### config.mk
export PLATFORM = sky130hd
export DESIGN_NAME = lfsrz_counter
export DESIGN_NICKNAME = d
export VERILOG_FILES = /design/src/rtl/lfsrz_pkg.sv /design/src/rtl/lfsrz_feedback.sv /design/src/rtl/lfsrz_ctrl.sv /design/src/rtl/lfsrz_state_reg.sv /design/src/rtl/lfsrz_counter.sv
export SDC_FILE = /design/constraint.sdc
export NUM_CORES = 1
export LEC_CHECK = 0
export ABC_AREA = 1
export BUFFER_PORTS_ARGS = -buffer_cell sky130_fd_sc_hd__buf_2
export CELL_PAD_IN_SITES_DETAIL_PLACEMENT = 0
export CELL_PAD_IN_SITES_GLOBAL_PLACEMENT = 1
export CORE_AREA = 3 3 40 42
export CTS_BUF_LIST = sky130_fd_sc_hd__clkbuf_4
export CTS_CLUSTER_DIAMETER = 150
export DETAILED_ROUTE_END_ITERATION = 8
export DIE_AREA = 0 0 43 45
export PLACE_DENSITY = 0.39
export SLEW_MARGIN = 20
export SYNTH_ARGS = -nofsm -noshare
export SYNTH_HDL_FRONTEND = slang
export SYNTH_SLANG_ARGS = --single-unit
export TNS_END_PERCENT = 50
### constraint.sdc
create_clock -name clk_i -period 1.4 [get_ports clk_i]
set_input_delay 0.07 -clock clk_i [delete_from_list [all_inputs] [get_ports clk_i]]
set_output_delay 0.07 -clock clk_i [all_outputs]
set_load 0.005 [all_outputs]
### src/rtl/lfsrz_pkg.sv
package lfsrz_pkg;

    localparam int unsigned LFSR_W = 4;

    // What the state register does on the next edge
    typedef enum logic [1:0] {
        ACT_HOLD  = 2'd0,
        ACT_SHIFT = 2'd1,
        ACT_CLEAR = 2'd2
    } lfsr_act_e;

endpackage

### src/rtl/lfsrz_feedback.sv
module lfsrz_feedback #(
    parameter int unsigned WIDTH = lfsrz_pkg::LFSR_W
) (
    input  logic [WIDTH-1:0] cur_i,
    output logic             fb_o
);
    localparam int unsigned TAP_A = WIDTH - 1;
    localparam int unsigned TAP_B = WIDTH - 2;

    logic base_fb;
    logic low_clear;

    always_comb begin
        base_fb   = cur_i[TAP_A] ^ cur_i[TAP_B];
        // All bits below the top are clear: current state is 0..0 or 10..0
        low_clear = (cur_i[WIDTH-2:0] == '0);
        fb_o      = base_fb ^ low_clear;
    end
endmodule

### src/rtl/lfsrz_ctrl.sv
module lfsrz_ctrl (
    input  logic                  rst_ni,
    input  logic                  step_en_i,
    output lfsrz_pkg::lfsr_act_e  act_o
);
    import lfsrz_pkg::*;

    always_comb begin
        if (!rst_ni)        act_o = ACT_CLEAR;
        else if (step_en_i) act_o = ACT_SHIFT;
        else                act_o = ACT_HOLD;
    end
endmodule

### src/rtl/lfsrz_state_reg.sv
module lfsrz_state_reg #(
    parameter int unsigned WIDTH = lfsrz_pkg::LFSR_W
) (
    input  logic                  clk_i,
    input  lfsrz_pkg::lfsr_act_e  act_i,
    input  logic                  fb_i,
    output logic [WIDTH-1:0]      q_o
);
    import lfsrz_pkg::*;

    logic [WIDTH-1:0] q_r;

    always_ff @(posedge clk_i) begin
        case (act_i)
            ACT_CLEAR: q_r <= '0;
            ACT_SHIFT: q_r <= {q_r[WIDTH-2:0], fb_i};
            default:   q_r <= q_r;
        endcase
    end

    assign q_o = q_r;

    // a hold decision leaves the register untouched
    assert_hold_R2: assert property (@(posedge clk_i)
        (act_i == ACT_HOLD) |=> $stable(q_r))
        else $error("assert_hold_R2");

    // a clear decision always lands on zero
    assert_clear_R1: assert property (@(posedge clk_i)
        (act_i == ACT_CLEAR) |=> (q_r == '0))
        else $error("assert_clear_R1");
endmodule

### src/rtl/lfsrz_counter.sv
module lfsrz_counter #(
    parameter int unsigned WIDTH = lfsrz_pkg::LFSR_W
) (
    input  logic             clk_i,
    input  logic             rst_ni,
    input  logic             step_en_i,
    output logic [WIDTH-1:0] state_o
);
    import lfsrz_pkg::*;

    localparam logic [WIDTH-1:0] TOP_ONLY = {1'b1, {(WIDTH-1){1'b0}}};
    localparam logic [WIDTH-1:0] LOW_ONE  = {{(WIDTH-1){1'b0}}, 1'b1};

    lfsr_act_e        act;
    logic             fb;
    logic [WIDTH-1:0] q;

    lfsrz_ctrl u_ctrl (
        .rst_ni    (rst_ni),
        .step_en_i (step_en_i),
        .act_o     (act)
    );

    lfsrz_feedback #(.WIDTH(WIDTH)) u_fb (
        .cur_i (q),
        .fb_o  (fb)
    );

    lfsrz_state_reg #(.WIDTH(WIDTH)) u_reg (
        .clk_i (clk_i),
        .act_i (act),
        .fb_i  (fb),
        .q_o   (q)
    );

    assign state_o = q;

    // reset at the port forces zero on the next edge
    assert_reset_zero_R1: assert property (@(posedge clk_i)
        !rst_ni |=> (state_o == '0))
        else $error("assert_reset_zero_R1");

    // the top-only state wraps to zero
    assert_wrap_to_zero_R4: assert property (@(posedge clk_i) disable iff (!rst_ni)
        (step_en_i && state_o == TOP_ONLY) |=> (state_o == '0))
        else $error("assert_wrap_to_zero_R4");

    // zero is left towards 0..01
    assert_leave_zero_R5: assert property (@(posedge clk_i) disable iff (!rst_ni)
        (step_en_i && state_o == '0) |=> (state_o == LOW_ONE))
        else $error("assert_leave_zero_R5");

    // ordinary steps are a left shift
    assert_shift_left_R3: assert property (@(posedge clk_i) disable iff (!rst_ni)
        (step_en_i && state_o != '0 && state_o != TOP_ONLY)
            |=> (state_o[WIDTH-1:1] == $past(state_o[WIDTH-2:0])) && (state_o != '0))
        else $error("assert_shift_left_R3");
endmodule

==> summary.txt, run 1 <==
Timing
  • Sum Neg Setup Slack: 0 ns
  • Time the worst path needs with I/O delays and setup: 0.9742 ns
  • Least-Margin Pin Slew: 0.1912 ns
  • Slew margin rel.: 0.8722
  • Final hold violations: 0
  • Finish-stage setup viols: 0
  • Peak Freq: 1027 MHz
  • Final count of pins violating max slew: 0
  • Unrepaired setup endpoints after global routing: no
  • Final worst-path cycle share: 0.6958
  • Final worst clock skew: 0.001984 ns
  • Hold slack: 0.2099 ns

Routing
  • Final ANT Viol Nets: 0
  • Wire per inst: 8.523 um
  • Via Count: 151
  • Total Routed Length: 375 um
  • Remaining DRCs: 0
  • DRT Pass-1 Iters: 1
  • Via density: 3.432
  • DR iter-0 viols: 0

Synthesis
  • Mux share of post-synthesis cell area: 0
  • Netlist Area Pre-Place: 190.2 um2
  • Synth top area share: 0.6316
  • Unique masters post-synth: 10
  • Largest cells by area after synthesis: edfxtp_1 63%, nand2_2 6.6%, inv_2 5.9%
  • Simple-gate share of the synthesized area: 0.2237
  • Post-Synthesis Cells: 20
  • Largest family of logic cells by synthesized area: simple AND/OR/NAND/NOR gates
  • Yosys reg bits: 4
  • Yosys warns: 0
  • Synth Area in Compound Gates: 0.02632
  • Area leader, netlist: edfxtp_1
  • Post-synthesis xor/xnor area fraction: 0
  • Share of the yosys chip area belonging to registers: 0.6316
  • Area share of fa/ha/maj cells after synthesis: 0
  • Syn nets: 23
  • Synthesized area per cell: 9.509 um2

Clock network
  • Clk Tree Root Cell: clkbuf_4
  • CTS H-tree depth: 1
  • Clock slew at reported path FFs: 0.04 ns
  • Hold_buf cts: 0
  • Post-cts gate resize count: 0
  • Clk_lat worst skew: 0.23 ns
  • Clock sinks: 4
  • Clk buf depth: 2
  • Postcts setup bufs: 0
  • CTS tree: built
  • Total CTS buffers: 3

Placement
  • Cell count after placement: 41
  • PortBufs: 6
  • Gpl congestion: 0.6381

Critical path
  • Worst Path Max Fanout: 2
  • Startpoint types: flip-flop
  • Crit Path Class: flip-flop to flip-flop
  • Setup crit end kind: flip-flop
  • Reg-to-reg startpoint: u_reg.q_o[0]
  • Max incr delay on CP: 0.39 ns
  • CP Launch Point: u_reg.q_o[0]
  • Reg-to-reg critical path endpoint: u_reg.q_o[0]
  • Worst EP required: 1.39 ns
  • CP max-delay cell: edfxtp_1
  • Reg2reg setup slack: 0.43 ns
  • Cells on worst reg2reg path: 4
  • CP Cell Sequence: inv_2 > nand2_2 > a21oi_1 > nor2_2
  • Worst Path Arrival: 0.96 ns

Hold path
  • HP Start: step_en_i
  • Hold path cells: 3
  • Hold endpoint: u_reg.q_o[1]
  • HP Class: input port to flip-flop

Cells and area
  • Layout area overhead: 37.50%
  • Non-Filler Instances: 44
  • Number of flip-flops in the largest register: 4
  • Most frequent cells in the layout: 6 x buf_2, 4 x edfxtp_1, 3 x inv_2, 3 x nor2_1, 3 x clkbuf_4
  • Commonest non-fill, non-tap cell in the layout: buf_2
  • Nets: 34
  • # diodes: 0
  • Layout cell share with drive strength beyond 1: 0.5172

Pwr
  • Power Internal: 0.2521 mW
  • Peak supply drop: 0.0003600 V
  • Psw: 0.07133 mW
  • Pwr Density: 1237 nW/um2
  • Tot Pwr: 0.3235 mW
  • Clock power share: 0.440
  • Sw Ratio: 0.2205
  • Sequential Power Share: 0.453
  • Pleak: 0.1242 nW
  • Comb pwr share: 0.107

Floorplan
  • Die H: 45 um
  • Starting Density: 0.1480
  • # rows: 13
  • Ports: 7
  • Core box area: 1285 um2
  • Die Wd: 43 um
  • Die area: 1935 um2

GRT
  • First-pass GRT wire length: 600 um
  • Initial antenna violation count: 0
  • Tot GR Track Use: 0.04849
  • Vias in the first global route: 158
  • Pin count of the biggest net entering global routing: 5
  • Total grt overflow: 0

Flow run
  • Maxcap violations: 0

Status
  • Run status: finished, final reports clean
## final cells by class
cell class                      instances  area, um2
Multi-Input combinational cell         10      47.55
Clock buffer                            3      22.52
Fill cell                             145       1023
Sequential cell                         4      120.1
Inverter                                6      22.52
Timing Repair Buffer                    6      30.03
Tap cell                               15      18.77
## kinds of logic after synthesis
| family | count (synthesis) |
|---|---|
| flip-flops | 4 |
| AO/OA/AOI/OAI | 1 |
| AND/OR/NAND/NOR | 9 |
| buffers and inverters | 6 |
## layer usage
metal	part of all wire	routed length (um)	vias to the layer above	GRT usage
met5	0	0	-	0
met4	0.016	6	0	0.07229
met3	0.099	37	2	0.02789
met2	0.42	158	5	0.06287
met1	0.46	172	65	0.04390
li1	-	-	79	-
## Yosys cell counts
cell type and number:
a21oi_1 1, edfxtp_1 4, clkinv_1 1, nand2_2 2
nor2_2 1, nand3_1 1, inv_1 2, nor2_1 3
inv_2 3, nand2_1 2
## worst max-delay path, delay by kind of cell, from the launching register on
kind / cells / cell delay [ns]
buffers and inverters: 1 / 0.08
AND/OR/NAND/NOR: 2 / 0.10
flip-flops: 1 / 0.39
AO/OA/AOI/OAI: 1 / 0.15
## power groups by stage
| stage | registers [mW] | clock network (mW) | logic, mW |
|---|---|---|---|
| after floorplan | 0.150 | 0 | 0.0187 |
| after global placement | 0.148 | 0 | 0.0353 |
| after detailed placement | 0.148 | 0 | 0.0358 |
| after CTS | 0.147 | 0.148 | 0.0360 |
| after global routing | 0.148 | 0.155 | 0.0393 |
| final | 0.147 | 0.142 | 0.0348 |
## stage by stage
step | area [um2] | setup WS [ns] | utilization
2_1_floorplan | 190.2 | 0.4382 | -
3_3_place_gp | 239.0 | 0.4394 | 0.1860
3_5_place_dp | 239.0 | 0.4257 | 0.1860
4_1_cts | 261.5 | 0.4142 | 0.2035
5_1_grt | 261.5 | 0.3678 | 0.2035
6_report | 261.5 | 0.4258 | 0.2035
## worst max path at each step
stage | to | slack, ns | cells past startpoint
finish | u_reg.q_o[0] | 0.43 | 4
detailed placement | u_reg.q_o[0] | 0.43 | 4
floorplan | u_reg.q_o[0] | 0.44 | 4
global placement | u_reg.q_o[0] | 0.44 | 4
CTS | u_reg.q_o[0] | 0.41 | 4
global route | u_reg.q_o[0] | 0.37 | 4
Power figures use the tool's default switching activity.
==> run 2, diff against run 1 <==
- PLACE_DENSITY: 0.39 -> 0.41
- clock period: 1.4 -> 0.8 ns (I/O delays scaled with it)
==> run 2 against run 1 <==
Net effect:
- the run now ends with negative setup slack left
- sequential power increased by 75%
- count of clock-buffer cells in the layout unchanged
- worst hold slack got worse by 0.024 ns
- register-to-register slack got worse by 0.57 ns
- critical path depth unchanged
- routed wire length increased by 4.8%
- combinational power increased to 2.9 times the previous value
- non-clock buffer count increased by 5
- sequential cell count unchanged
- clock power increased by 78%
- setup slack got worse by 0.57 ns
- global-route usage increased by 0.26 points
==> summary.txt, run 2 (synthesis gave the netlist of run 1 again) <==
Routing
  • Final ANT Viol Nets: 0 (unchanged)
  • Wire per inst: 8.020 um (was 8.523 um)
  • Remaining DRCs: 0 (unchanged)
  • Via Count: 161 (was 151)
  • Via density: 3.286 (was 3.432)
  • Total Routed Length: 393 um (was 375 um)
  • DR iter-0 viols: 3 (was 0)
  • DRT Pass-1 Iters: 3 (was 1)

Critical path
  • Worst EP required: 0.79 ns (was 1.39 ns)
  • Reg-to-reg critical path endpoint: u_reg.q_o[0] (unchanged)
  • Reg2reg setup slack: -0.15 ns (was 0.43 ns)
  • Cells on worst reg2reg path: 4 (unchanged)
  • Worst Path Max Fanout: 2 (unchanged)
  • CP Launch Point: u_reg.q_o[1] (was u_reg.q_o[0])
  • Setup crit end kind: flip-flop (unchanged)
  • Worst Path Arrival: 0.94 ns (was 0.96 ns)
  • Startpoint types: flip-flop (unchanged)
  • Crit Path Class: flip-flop to flip-flop (unchanged)
  • Reg-to-reg startpoint: u_reg.q_o[1] (was u_reg.q_o[0])

Clock network
  • Postcts setup bufs: 0 (unchanged)
  • Clk_lat worst skew: 0.23 ns (about the same)
  • Clk buf depth: 2 (unchanged)
  • Hold_buf cts: 0 (unchanged)
  • Clock sinks: 4 (unchanged)
  • Clk Tree Root Cell: clkbuf_4 (unchanged)
  • Total CTS buffers: 3 (unchanged)
  • Clock slew at reported path FFs: 0.04 ns (about the same)
  • CTS H-tree depth: 1 (unchanged)
  • CTS tree: built (unchanged)

Status
  • Run status: finished, violations left (was finished, final reports clean)
  • Failing checks: negative setup slack

Timing
  • Least-Margin Pin Slew: 0.1913 ns (was 0.1912 ns)
  • Final worst clock skew: 0.0009349 ns (was 0.001984 ns)
  • Final count of pins violating max slew: 0 (unchanged)
  • Hold slack: 0.1862 ns (was 0.2099 ns)
  • Slew margin rel.: 0.8722 (about the same)
  • Final worst-path cycle share: 1.186 (was 0.6958)
  • Final worst setup slack: -0.1490 ns (was 0.4258 ns)
  • Finish-stage setup viols: 7 (was 0)
  • Unrepaired setup endpoints after global routing: yes (was no)
  • Peak Freq: 1054 MHz (was 1027 MHz)
  • Final hold violations: 0 (unchanged)
  • Time the worst path needs with I/O delays and setup: 0.9490 ns (was 0.9742 ns)
  • Sum Neg Setup Slack: -0.5284 ns (was 0 ns)

Cells and area
  • Layout cell share with drive strength beyond 1: 0.6471 (was 0.5172)
  • Number of flip-flops in the largest register: 4 (unchanged)
  • # diodes: 0 (unchanged)
  • Multi-input gate area: 53.80 um2 (was 47.55 um2)
  • Nets: 39 (was 34)
  • Fill count: 135 (was 145)
  • Most frequent cells in the layout: 4 x buf_2, 4 x buf_4, 4 x edfxtp_1 (was 6 x buf_2, 4 x edfxtp_1, 3 x inv_2, 3 x nor2_1, 3 x clkbuf_4)
  • Layout area overhead: 69.08% (was 37.50%)
  • Register area: 120.1 um2 (unchanged)
  • Non-Filler Instances: 49 (was 44)

Pwr
  • Pwr Density: 1896 nW/um2 (was 1237 nW/um2)
  • Tot Pwr: 0.6097 mW (was 0.3235 mW)
  • Peak supply drop: 0.0005740 V (was 0.0003600 V)
  • Pleak: 0.1518 nW (was 0.1242 nW)

GRT
  • Initial antenna violation count: 0 (unchanged)
  • First-pass GRT wire length: 690 um (was 600 um)
  • Vias in the first global route: 169 (was 158)
  • Pin count of the biggest net entering global routing: 5 (unchanged)
  • Tot GR Track Use: 0.05105 (was 0.04849)
  • Total grt overflow: 0 (unchanged)

Placement
  • Cell count after placement: 46 (was 41)
  • PortBufs: 6 (unchanged)
  • Pre-CTS setup slack: -0.1519 ns (was 0.4257 ns)
  • Gpl congestion: 0.6890 (was 0.6381)
  • Post-detail-place hpwl: 310.3 um

Floorplan
  • # rows: 13 (unchanged)
  • Ports: 7 (unchanged)
  • Starting Density: 0.1480 (unchanged)
  • Die H: 45 um (unchanged)
  • Die area: 1935 um2 (unchanged)
  • Core box area: 1285 um2 (unchanged)
  • Die Wd: 43 um (unchanged)

Hold path
  • Hold endpoint: u_reg.q_o[2] (was u_reg.q_o[1])
  • HP Class: input port to flip-flop (unchanged)
  • HP Start: step_en_i (unchanged)
  • Hold path cells: 3 (unchanged)

Flow run
  • Maxcap violations: 0 (unchanged)
-- run 2: changes by cell type in the layout (fill, tap and decap cells not counted), sizes merged --
cell  before  now
buf        6   11
-- run 2: repair_timing --
item / in CTS / in global routing
pin swaps: 1 / 0
gates resized for setup: 3 / 1
gates cloned: 0 / 0
setup endpoints to repair: 7 / 8
-- run 2: report_power, final --
part	internal, mW	switching, mW
combinational	0.0549	0.0452
clock	0.168	0.0848
sequential	0.249	0.00826
total	0.471	0.138
-- run 2: cell type report --
cell class	count	area share
inverters	6	0.07004
repair buffers	11	0.2607
clock buffers	3	0.07004
well taps	15	0.05837
flip-flops and latches	4	0.3735
multi-input cells	10	0.1673
-- run 2: per-layer routing --
layer  part of all wire  GRT usage  vias up
li1                   -          -       89
met1               0.42    0.05623       67
met2               0.49    0.06587        5
met3              0.087    0.02789        0
met4                  0    0.05422        0
met5                  0          0        -
-- run 2: worst max-delay path by stage --
stage	slack, ns	endpoint
after floorplan	-0.14	u_reg.q_o[0]
after global placement	-0.14	u_reg.q_o[0]
after detailed placement	-0.15	u_reg.q_o[0]
after CTS	-0.16	u_reg.q_o[0]
after global routing	-0.21	u_reg.q_o[0]
final	-0.15	u_reg.q_o[0]
-- run 2: metrics by stage --
step | utilization | area, um2
finish | 0.2502 | 321.6
global route | 0.2502 | 321.6
CTS | 0.2483 | 319.1
detailed placement | 0.2181 | 280.3
global placement | 0.2181 | 280.3
floorplan | - | 193.9
-- run 2: worst max-delay path, stage by stage, from the launching register on --
cell and delay (ns):
edfxtp_1 0.39, inv_2 0.08, nand2_2 0.06, a21oi_2 0.13, nor2_2 0.05
==> run 3, diff against run 2 <==
- PLACE_DENSITY: 0.41 -> 0.45
- SYNTH_HIERARCHICAL: unset -> 1
==> run 3 against run 2 <==
Net effect:
- the flow still finishes with violations (negative setup slack)
- die area unchanged
- final cell count increased by 14%
- sequential power increased by 4%
- register-to-register slack got worse by 0.06 ns
- fmax decreased by 6.0%
- via count increased by 20%
- critical path type unchanged
==> summary.txt, run 3 <==
Synthesis
  • Post-Synthesis Cells: 27 (was 20)
  • Synthesized area per cell: 8.063 um2 (was 9.509 um2)
  • Most common cell in the synthesized netlist: inv_1 (was edfxtp_1)
  • Unique masters post-synth: 6 (was 10)
  • Top FF cell, synth: edfxtp_1 (unchanged)
  • Number of synthesized flops with an enable pin: 4 (unchanged)
  • Ys async rst share: 0 (unchanged)
  • Syn nets: 31 (was 23)
  • Share of the yosys chip area belonging to registers: 0.5517 (was 0.6316)
  • Yosys warns: 6 (was 0)
  • Yosys reg bits: 4 (unchanged)
  • Synth cell count leaders: 12 x inv_1, 8 x nand2_1, 4 x edfxtp_1 (was 4 x edfxtp_1, 3 x inv_2, 3 x nor2_1)
  • Largest cells by area after synthesis: edfxtp_1 55%, inv_1 21%, nand2_1 14% (was edfxtp_1 63%, nand2_2 6.6%, inv_2 5.9%)
  • Synth top area share: 0.5517 (was 0.6316)
  • Netlist Area Pre-Place: 217.7 um2 (was 190.2 um2)
  • Area leader, netlist: edfxtp_1 (unchanged)

Critical path
  • Reg2reg setup slack: -0.21 ns (was -0.15 ns)
  • Worst Path Max Fanout: 4 (was 2)
  • Worst EP required: 0.79 ns (about the same)
  • Setup crit end kind: flip-flop (unchanged)
  • Worst Path Arrival: 1.00 ns (was 0.94 ns)
  • Crit Path Class: flip-flop to flip-flop (unchanged)
  • Startpoint types: flip-flop (unchanged)

Floorplan
  • # rows: 13 (unchanged)
  • Die Wd: 43 um (unchanged)
  • Die H: 45 um (unchanged)
  • Starting Density: 0.1694 (was 0.1480)
  • Core box area: 1285 um2 (unchanged)
  • Ports: 7 (unchanged)
  • Die area: 1935 um2 (unchanged)

Clock network
  • Total CTS buffers: 3 (unchanged)
  • CTS H-tree depth: 1 (unchanged)
  • Clock slew at reported path FFs: 0.04 ns (about the same)
  • Clk buf depth: 2 (unchanged)
  • Clk Tree Root Cell: clkbuf_4 (unchanged)
  • Clk_lat worst skew: 0.23 ns (about the same)
  • Clock sinks: 4 (unchanged)
  • CTS tree: built (unchanged)
  • Hold_buf cts: 0 (unchanged)

Timing
  • Sum Neg Setup Slack: -0.8853 ns (was -0.5284 ns)
  • Final worst-path cycle share: 1.261 (was 1.186)
  • Least-Margin Pin Slew: 0.1677 ns (was 0.1913 ns)
  • Final hold violations: 0 (unchanged)
  • Unrepaired setup endpoints after global routing: yes (unchanged)
  • Time the worst path needs with I/O delays and setup: 1.009 ns (was 0.9490 ns)
  • Final count of pins violating max slew: 0 (unchanged)
  • Final worst clock skew: 0.003841 ns (was 0.0009349 ns)
  • Finish-stage setup viols: 8 (was 7)
  • Peak Freq: 991.0 MHz (was 1054 MHz)
  • Slew margin rel.: 0.8882 (was 0.8722)
  • Hold slack: 0.3364 ns (was 0.1862 ns)
  • Final worst setup slack: -0.2091 ns (was -0.1490 ns)

Cells and area
  • Number of flip-flops in the largest register: 4 (unchanged)
  • Commonest non-fill, non-tap cell in the layout: inv_1
  • Nets: 47 (was 39)
  • # diodes: 0 (unchanged)
  • Layout area overhead: 62.07% (was 69.08%)
  • Most frequent cells in the layout: 12 x inv_1, 7 x nand2_1, 5 x buf_6, 4 x buf_2, 4 x edfxtp_1 (was 4 x buf_2, 4 x buf_4, 4 x edfxtp_1)
  • Layout cell share with drive strength beyond 1: 0.3659 (was 0.6471)

Status
  • Failing checks: negative setup slack (unchanged)
  • Run status: finished, violations left (unchanged)

Routing
  • Via Count: 193 (was 161)
  • Total Routed Length: 422 um (was 393 um)
  • Wire per inst: 7.536 um (was 8.020 um)
  • Remaining DRCs: 0 (unchanged)
  • DRT Pass-1 Iters: 2 (was 3)
  • Final ANT Viol Nets: 0 (unchanged)
  • Via density: 3.446 (was 3.286)
  • DR iter-0 viols: 2 (was 3)

Pwr
  • Pwr Density: 1800 nW/um2 (was 1896 nW/um2)
  • Peak supply drop: 0.0004397 V (was 0.0005740 V)
  • Pleak: 0.2176 nW (was 0.1518 nW)

GRT
  • Tot GR Track Use: 0.04439 (was 0.05105)
  • First-pass GRT wire length: 565 um (was 690 um)
  • Total grt overflow: 0 (unchanged)
  • Initial antenna violation count: 0 (unchanged)
  • Vias in the first global route: 155 (was 169)
  • Pin count of the biggest net entering global routing: 5 (unchanged)

Placement
  • PortBufs: 6 (unchanged)
  • Post-detail-place hpwl: 308 um (was 310.3 um)
  • Gpl congestion: 0.6350 (was 0.6890)

Flow run
  • Maxcap violations: 0 (unchanged)

Hold path
  • HP Class: input port to flip-flop (unchanged)
-- run 3: what timing repair did --
item                                    in CTS  in global routing
gates resized for setup                      3                  3
buffers inserted                             0                  1
endpoints found under the setup margin       8                  8
pin swaps                                    1                  0
-- run 3: worst paths after layout --
check / endpoint / startpoint / cells after the start
max reg2reg: u_reg/q_o[0] / u_reg/q_o[0] / 6
max: u_reg/q_o[0] / u_reg/q_o[0] / 6
min: u_reg/q_o[3] / rst_ni / 5
min reg2reg: u_reg/q_o[3] / u_reg/q_o[2] / 3
-- run 3: cells by family (layout without fill, tap and decap cells) --
logic type / Yosys count / count (layout) / synth area share
AND/OR/NAND/NOR: 9 / 9 / 0.1609
buffers and inverters: 12 / 26 / 0.2069
flip-flops: 4 / 4 / 0.5517
adder cells (fa/ha/maj): 1 / 1 / 0.05746
AO/OA/AOI/OAI: 1 / 1 / 0.02297
-- run 3: worst max-delay path, stage by stage (launching register included) --
cell and delay [ns]:
edfxtp_1 0.43, inv_1 0.08, nand2_1 0.06, nand3_1 0.06, nand2_1 0.05, nand2_1 0.06, inv_1 0.03
-- run 3: layer usage --
| metal | GRT usage | vias to the layer above | share of wire |
|---|---|---|---|
| li1 | - | 106 | - |
| met1 | 0.04657 | 81 | 0.50 |
| met2 | 0.05689 | 6 | 0.41 |
| met3 | 0.02390 | 0 | 0.095 |
| met4 | 0.05422 | 0 | 0 |
| met5 | 0 | - | 0 |
-- run 3: area by class of cell --
type,count,area (um2)
Fill cell,145,932.1
Sequential cell,4,120.1
Timing Repair Buffer,11,91.34
Multi-Input combinational cell,11,55.05
Inverter,12,45.04
Clock buffer,3,22.52
Tap cell,15,18.77
-- run 3: per-stage QoR --
| stage | instances | setup slack (ns) | utilization | instance area (um2) | power [mW] |
|---|---|---|---|---|---|
| final | 56 | -0.2091 | 0.2746 | 352.8 | 0.6352 |
| after global placement | 52 | -0.1916 | 0.2308 | 296.5 | 0.3591 |
| after detailed placement | 52 | -0.2035 | 0.2308 | 296.5 | 0.3601 |
| after global routing | 56 | -0.2778 | 0.2746 | 352.8 | 0.6784 |
| after CTS | 55 | -0.2062 | 0.2610 | 335.3 | 0.6394 |
| after floorplan | 27 | -0.1522 | - | 217.7 | 0.3060 |
-- run 3: report_power, final --
group          internal [mW]  switching (mW)  leakage, nW
Sequential             0.253          0.0142       0.0413
Clock                  0.168          0.0837       0.0138
Combinational         0.0688          0.0475        0.162
